**src/rtl/dfr_pkg.sv**
```systemverilog
package dfr_pkg;
   typedef enum logic [0:0] {
      SIDE_HOST   = 1'b0,
      SIDE_ENGINE = 1'b1
   } side_e;
endpackage

```
**src/rtl/dfr_route.sv**
```systemverilog
module dfr_route
   import dfr_pkg::*;
#(
   parameter int MODE_W = 2
) (
   input  logic [MODE_W-1:0] mode_i,
   input  logic              loop_i,
   output side_e             fill_side_o,
   output side_e             drain_side_o,
   output logic              host_wr_ok_o
);
   localparam int DIR_BIT = MODE_W - 1;

   initial assert (MODE_W >= 1) else $error("dfr_route: MODE_W must be at least 1");

   logic tx_sel;

   // Transmit is selected when the top bit of the mode field is clear.
   assign tx_sel = ~mode_i[DIR_BIT];

   always_comb begin
      if (loop_i) begin
         fill_side_o  = SIDE_ENGINE;
         drain_side_o = SIDE_ENGINE;
      end else if (tx_sel) begin
         fill_side_o  = SIDE_HOST;
         drain_side_o = SIDE_ENGINE;
      end else begin
         fill_side_o  = SIDE_ENGINE;
         drain_side_o = SIDE_HOST;
      end
   end

   assign host_wr_ok_o = ~loop_i & tx_sel;

   // the host never both fills and drains the FIFO.
   always_comb begin
      p_host_single_role_r2: assert (!(fill_side_o == SIDE_HOST && drain_side_o == SIDE_HOST))
         else $error("host selected as both fill and drain");
   end
endmodule

```
**src/rtl/dfr_store.sv**
```systemverilog
module dfr_store #(
   parameter int DW    = 8,
   parameter int DEPTH = 128
) (
   input  logic          clk,
   input  logic          rst_n,
   input  logic          flush_i,
   input  logic          wr_req_i,
   input  logic [DW-1:0] wr_data_i,
   input  logic          rd_req_i,
   output logic [DW-1:0] rd_data_o,
   output logic [$clog2(DEPTH+1)-1:0] count_o,
   output logic          full_o,
   output logic          empty_o,
   output logic          overrun_o,
   output logic          underrun_o
);
   localparam int AW   = (DEPTH > 1) ? $clog2(DEPTH) : 1;
   localparam int CW   = $clog2(DEPTH + 1);
   localparam bit POW2 = ((1 << AW) == DEPTH);

   initial assert (DEPTH >= 2) else $error("dfr_store: DEPTH must be at least 2");
   initial assert (DW >= 1) else $error("dfr_store: DW must be at least 1");

   logic [DW-1:0] mem [DEPTH];
   logic [AW-1:0] wr_ptr, rd_ptr, wr_nxt, rd_nxt;
   logic [CW-1:0] cnt;
   logic [DW-1:0] rd_q;
   logic          push_ok, pop_ok;

   assign full_o  = (cnt == CW'(DEPTH));
   assign empty_o = (cnt == '0);
   assign pop_ok  = rd_req_i & ~empty_o;
   assign push_ok = wr_req_i & (~full_o | pop_ok);

   generate
      if (POW2) begin : g_wrap_nat
         assign wr_nxt = wr_ptr + 1'b1;
         assign rd_nxt = rd_ptr + 1'b1;
      end else begin : g_wrap_cmp
         assign wr_nxt = (wr_ptr == AW'(DEPTH - 1)) ? '0 : wr_ptr + 1'b1;
         assign rd_nxt = (rd_ptr == AW'(DEPTH - 1)) ? '0 : rd_ptr + 1'b1;
      end
   endgenerate

   always_ff @(posedge clk) begin
      if (push_ok && !flush_i) mem[wr_ptr] <= wr_data_i;
   end

   always_ff @(posedge clk or negedge rst_n) begin
      if (!rst_n) begin
         wr_ptr     <= '0;
         rd_ptr     <= '0;
         cnt        <= '0;
         rd_q       <= '0;
         overrun_o  <= 1'b0;
         underrun_o <= 1'b0;
      end else if (flush_i) begin
         wr_ptr     <= '0;
         rd_ptr     <= '0;
         cnt        <= '0;
         overrun_o  <= 1'b0;
         underrun_o <= 1'b0;
      end else begin
         if (push_ok) wr_ptr <= wr_nxt;
         if (pop_ok) begin
            rd_ptr <= rd_nxt;
            rd_q   <= mem[rd_ptr];
         end
         if (push_ok && !pop_ok)      cnt <= cnt + 1'b1;
         else if (pop_ok && !push_ok) cnt <= cnt - 1'b1;
         overrun_o  <= wr_req_i & ~push_ok;
         underrun_o <= rd_req_i & empty_o;
      end
   end

   assign rd_data_o = rd_q;
   assign count_o   = cnt;

   p_count_bound_r1: assert property (@(posedge clk) disable iff (!rst_n)
      cnt <= CW'(DEPTH)) else $error("count above depth");

   p_both_hold_r7: assert property (@(posedge clk) disable iff (!rst_n)
      (wr_req_i && rd_req_i && !empty_o && !flush_i) |=> $stable(cnt))
      else $error("simultaneous push and pop moved the count");

   p_full_drop_r8: assert property (@(posedge clk) disable iff (!rst_n)
      (full_o && wr_req_i && !rd_req_i && !flush_i) |=> (overrun_o && full_o))
      else $error("push to full not flagged");

   p_empty_hold_r9: assert property (@(posedge clk) disable iff (!rst_n)
      (empty_o && rd_req_i && !flush_i) |=> (underrun_o && $stable(rd_q)))
      else $error("pop from empty changed data or not flagged");

   p_flush_empty_r10: assert property (@(posedge clk) disable iff (!rst_n)
      flush_i |=> (empty_o && !overrun_o && !underrun_o))
      else $error("flush did not empty the FIFO");
endmodule

```
**src/rtl/dir_fifo_router.sv**
```systemverilog
module dir_fifo_router
   import dfr_pkg::*;
#(
   parameter int DW     = 8,
   parameter int DEPTH  = 128,
   parameter int MODE_W = 2,
   localparam int CW    = $clog2(DEPTH + 1)
) (
   input  logic              clk,
   input  logic              rst_n,
   input  logic [MODE_W-1:0] mode_i,
   input  logic              loop_i,
   input  logic              flush_i,
   input  logic              err_clr_i,
   input  logic              host_wr_i,
   input  logic [DW-1:0]     host_wdata_i,
   input  logic              host_rd_i,
   output logic [DW-1:0]     host_rdata_o,
   input  logic              eng_rx_wr_i,
   input  logic [DW-1:0]     eng_rx_data_i,
   input  logic              eng_tx_rd_i,
   output logic [DW-1:0]     eng_tx_data_o,
   output logic              full_o,
   output logic              empty_o,
   output logic [CW-1:0]     count_o,
   output logic              overrun_o,
   output logic              underrun_o,
   output logic              acc_err_o
);
   side_e         fill_side, drain_side;
   logic          host_wr_ok;
   logic          wr_req, rd_req;
   logic [DW-1:0] wr_data, rd_data;

   dfr_route #(.MODE_W(MODE_W)) u_route (
      .mode_i       (mode_i),
      .loop_i       (loop_i),
      .fill_side_o  (fill_side),
      .drain_side_o (drain_side),
      .host_wr_ok_o (host_wr_ok)
   );

   always_comb begin
      if (fill_side == SIDE_HOST) begin
         wr_req  = host_wr_i;
         wr_data = host_wdata_i;
      end else begin
         wr_req  = eng_rx_wr_i;
         wr_data = eng_rx_data_i;
      end
      rd_req = (drain_side == SIDE_HOST) ? host_rd_i : eng_tx_rd_i;
   end

   dfr_store #(.DW(DW), .DEPTH(DEPTH)) u_store (
      .clk        (clk),
      .rst_n      (rst_n),
      .flush_i    (flush_i),
      .wr_req_i   (wr_req),
      .wr_data_i  (wr_data),
      .rd_req_i   (rd_req),
      .rd_data_o  (rd_data),
      .count_o    (count_o),
      .full_o     (full_o),
      .empty_o    (empty_o),
      .overrun_o  (overrun_o),
      .underrun_o (underrun_o)
   );

   always_ff @(posedge clk or negedge rst_n) begin
      if (!rst_n)                       acc_err_o <= 1'b0;
      else if (host_wr_i && !host_wr_ok) acc_err_o <= 1'b1;
      else if (err_clr_i)               acc_err_o <= 1'b0;
   end

   assign host_rdata_o  = rd_data;
   assign eng_tx_data_o = rd_data;

   p_reject_sets_err_r5: assert property (@(posedge clk) disable iff (!rst_n)
      (host_wr_i && (loop_i || mode_i[MODE_W-1])) |=> acc_err_o)
      else $error("rejected host write did not raise the error flag");

   p_err_sticky_r5: assert property (@(posedge clk) disable iff (!rst_n)
      (acc_err_o && !err_clr_i) |=> acc_err_o)
      else $error("error flag dropped without clear");

   p_loop_blocks_host_r4: assert property (@(posedge clk) disable iff (!rst_n)
      (loop_i && host_wr_i && !eng_rx_wr_i && !eng_tx_rd_i && !flush_i) |=> $stable(count_o))
      else $error("host write changed FIFO in loopback");

   p_full_empty_excl_r1: assert property (@(posedge clk) disable iff (!rst_n)
      !(full_o && empty_o)) else $error("full and empty together");
endmodule

```
**config.mk**
```make
export PLATFORM = sky130hd
export DESIGN_NAME = dir_fifo_router
export DESIGN_NICKNAME = d
export VERILOG_FILES = /design/src/rtl/dfr_pkg.sv /design/src/rtl/dfr_route.sv /design/src/rtl/dfr_store.sv /design/src/rtl/dir_fifo_router.sv
export SDC_FILE = /design/constraint.sdc
export NUM_CORES = 1
export LEC_CHECK = 0
export BUFFER_PORTS_ARGS = -buffer_cell sky130_fd_sc_hd__clkbuf_2
export CAP_MARGIN = 20
export CORE_ASPECT_RATIO = 0.8
export CORE_UTILIZATION = 48
export DETAILED_ROUTE_END_ITERATION = 8
export PLACE_DENSITY = 0.6
export SETUP_SLACK_MARGIN = 0.1
export SKIP_LAST_GASP = 1
export SLEW_MARGIN = 40
export SYNTH_ARGS = -nofsm -noshare
export SYNTH_HDL_FRONTEND = slang
export SYNTH_SLANG_ARGS = --single-unit
```
**constraint.sdc**
```tcl
create_clock -name clk -period 5.7 [get_ports clk]
set_input_delay 0 -clock clk [delete_from_list [all_inputs] [get_ports clk]]
set_output_delay 0 -clock clk [all_outputs]
set_load 0.01 [all_outputs]
```
==> results summary <==
The run finished with clean final reports. The sum of net half-perimeters after detailed placement is around 60 mm. Counting instances in the post-synthesis netlist gives the leading cell types as sky130_fd_sc_hd__edfxtp_1, sky130_fd_sc_hd__mux4_2, sky130_fd_sc_hd__nor2_1, sky130_fd_sc_hd__mux2i_1, sky130_fd_sc_hd__nand2_1. The measured slew at the worst slew-check pin is between 0.9 and 1 ns.

The number of global-route vias before repair came out at 20318. The count of unresolved DRC violations after routing is 0. The number of cells on the worst hold path came out at 2. In the final routed layout, each cell accounts on average for just under 30 um. For this design, the sink count on the clock tree is around 1100. The largest buffer count on any clock path is 3. The total number of H-tree levels is 3. Traced cell by cell, the critical path runs through or4_4 -> nor3_2 -> a21oi_2 -> o21ai_1 -> ha_1 -> a21oi_1 -> o211ai_1 -> a2111oi_0 -> o211a_1 -> o21ai_0 -> nor3b_1. The post-synthesis cell count came out at approximately 2100. The layout net count is ~2200. The critical path's largest stage delay came out at ~0.61 ns. The clock buffer count from CTS came out at about 100. At the worst endpoint, the arrival time is between 4 and 5 ns. STA classifies the critical path endpoint as a flip-flop.

The clock input transition at the sequential cells of the worst setup and hold paths is 0.06 ns. In this run the tool buffered the top-level ports with 54 buffer cells. The maximum number of pins on one net before global-route repair came out at 97.

The post-detailed-route count of antenna-violating nets is 0. The maximum ir drop on the vdd rail is a little over 0.3 mV. The first routing iteration left 2292 violations.

Summed over all instances, the cell type with the most area after synthesis is sky130_fd_sc_hd__edfxtp_1. The effective utilization at floorplan came out at 0.487. The clock network latency to the later pin of the worst-skew pair came out at between 0.6 and 0.7 ns. The share of the synthesized area in the top cell type is 0.735. Detailed routing inserted a total of between 20000 and 25000 vias. The origin of the critical flop-to-flop path is u_store.count_o[2].

The portion of the clock cycle consumed by the worst path in the final layout came out at 0.685. Setup repair after global routing left no endpoint under its margin. The number of placed I/O pins is between 50 and 60.

The total count of hold-check failures in the final report came to 0. The number of instances in the placed design is about 3200. The worst-case clock skew came out at around 0.019 ns. The max-slew violation count is 0. The fraction of the yosys area taken by sequential cells came out at 0.754.

The first global-routing pass estimated ~140 mm of wire. The floorplan step set the die width to between 300 and 400 um. The number of buffers added for setup after CTS came out at 0. For the final routed database, the setup TNS stands at 0 ns.

Gates resized during post-CTS repair numbered 0. The number of nets handed over by synthesis was about 2100. The fraction of registers with async set/reset is 0.0312. The critical path is of the reg -> reg type. The number of synthesized flops with an enable pin is 1024. The path class of the tightest hold or removal check is in -> reg. The netlist area before placement is between 40000 and 50000 um2. The startpoint type of the worst setup path is a flip-flop. The total area inside the core boundary comes to 86000 um2.

The number of distinct library cells after synthesis came out at 64. Compared with the post-synthesis result, the final layout area differs by 11.4%. Across the run, the number of max-cap violations was 0.

By area the synthesized netlist is led by sky130_fd_sc_hd__edfxtp_1, sky130_fd_sc_hd__mux4_2, sky130_fd_sc_hd__mux2i_1. The non-filler instance count after layout came out at approximately 3400. The startpoint of the lowest-slack hold path is host_wdata_i[1].

The total routing resource utilization after global routing came out at 0.225. The count of yosys warnings during synthesis came out at 0. Buffers inserted to repair hold after CTS numbered 10. The routed via count divided by cell count is approximately 6.1. The number of detailed-route iterations in the first pass is 5. On the critical path, the stage with the largest delay is an instance of sky130_fd_sc_hd__a2111oi_0. The area enclosed by the die boundary is 88400 um2. After synthesis, the mean cell area works out to between 20 and 25 um2.

The number of antenna violations at the first check in global routing came out at 0. The number of flip-flops and latches in the synthesized netlist came out at ~1100. The global route total overflow came out at 0.

The post-route minimum period is ~3.9 ns. The final setup violation count is 0. The static leakage came out at between 10 and 15 nW. The number of rows created at floorplan came out at 96. The critical path data required time came out at approximately 6.2 ns. The power density over cell area is 398 nW/um2. The number of antenna diodes came out at 0. The worst hold slack is 0.0317 ns. Along the worst path, the maximum fanout reaches 7.

The die span in y is ~270 um. Static timing analysis puts the maximum clock frequency at ~260 MHz. The worst pin sits at a relative slew slack of 0.360.

The final weighted congestion of routability-driven global placement is ~0.87. The number of fillers in the final layout is about 6600. The predominant post-synthesis flop cell is sky130_fd_sc_hd__edfxtp_1. The overall power after layout came out at roughly 0.019 W. sky130_fd_sc_hd__edfxtp_1 is the most common cell in the netlist. In this run the clock root is driven by a sky130_fd_sc_hd__clkbuf_16. The reg2reg setup slack is about 1.8 ns. The path with the worst hold slack has its endpoint at u_store.mem[31][1]. Wires add up to between 90 and 100 mm. In the final layout, the share of cells above drive strength 1 is 0.246. The TritonCTS clock tree is yes. The worst register-to-register path has a depth of 11. At the end of the flow the core is filled with cells to 0.542. In this run the critical register-to-register path is captured at u_store.count_o[7].
## layout make-up
| type | count | area [um2] | share of cell area |
|---|---|---|---|
| Clock buffer | 128 | 2700 | 0.0579 |
| Multi-Input combinational cell | 895 | 9710 | 0.208 |
| Sequential cell | 1057 | 31600 | 0.677 |
| Timing Repair Buffer | 105 | 797 | 0.0171 |
| Inverter | 12 | 45.0 | 0.000966 |
| Clock inverter | 47 | 378 | 0.00810 |
| Tap cell | 1127 | 1410 | 0.0302 |
## cell families (layout without fill, tap and decap cells)
| group | count (synthesis) | count (layout) | synth area share |
|---|---|---|---|
| compound gates | 177 | 177 | 0.0301 |
| fa+ha+maj | 9 | 9 | 0.00287 |
| mux | 377 | 377 | 0.157 |
| xor+xnor | 16 | 16 | 0.00335 |
| buf+inv | 132 | 292 | 0.0189 |
| simple gates | 316 | 316 | 0.0338 |
| flops | 1057 | 1057 | 0.754 |
## how the worst max path moves through the flow
stage,slack (ns),endpoint,cells after the start,start
finish,1.79,u_store.count_o[7],11,u_store.count_o[2]
global placement,1.73,u_store.rd_data_o[5],6,u_store.rd_ptr[0]
global route,1.60,u_store.count_o[7],11,u_store.count_o[2]
floorplan,2.28,u_store.count_o[7],11,u_store.count_o[2]
CTS,1.73,u_store.count_o[7],10,u_store.count_o[2]
detailed placement,1.75,u_store.count_o[7],10,u_store.count_o[2]
## per-layer routing
metal / GRT usage / vias up / part of all wire
met3: 0.0525 / 143 / 0.079
met2: 0.325 / 771 / 0.44
met5: 0 / - / 0
met4: 0.0557 / 0 / 0.022
li1: - / 8737 / -
met1: 0.346 / 10927 / 0.46
## registers in the layout (all words and copies together) (netlist names)
| register | count |
|---|---|
| u_store.overrun_o | 1 |
| u_store.count_o | 8 |
| u_store.rd_data_o | 8 |
| acc_err_o | 1 |
| u_store.underrun_o | 1 |
| u_store.wr_ptr | 7 |
| u_store.mem | 1024 |
| u_store.rd_ptr | 7 |
## metrics by stage
stage	worst slack [ns]	instance area [um2]
after detailed placement	1.75	43300
after global routing	1.60	46600
final	1.79	46600
after floorplan	2.28	41900
after global placement	1.73	43200
after CTS	1.73	46500
## where the power goes
group	switching, W	leakage [nW]	internal [W]
Sequential	0.000191	9.62	0.00865
Combinational	0.00183	3.53	0.00149
Clock	0.00277	1.51	0.00360
## placed cells by master (no fill, tap or decap), drive strengths merged, types with 4 or more instances in the layout
cell type,n
a221oi,8
xnor2,10
xor2,6
mux4,217
and2,4
dlygate4sd3,9
edfxtp,1024
clkbuf,182
clkinv,35
bufinv,6
nor4,4
dfrtp,33
a211oi,14
mux2i,132
nor2b,9
nand3,11
nand2,57
nand3b,7
mux2,28
nor2,176
a22oi,15
nor3,25
or3,4
a221o,10
inv,17
or4,4
o21ai,14
o22ai,39
nand4,4
ha,8
a21oi,29
buf,42
a21boi,4
a2111oi,18
## critical path, delay by kind of cell (launching register included)
family | cells | cell delay [ns]
adder cells (fa/ha/maj) | 1 | 0.35
AND/OR/NAND/NOR | 3 | 1.10
flip-flops | 1 | 0.43
AO/OA/AOI/OAI | 7 | 1.88
Power figures use the tool's default switching activity.
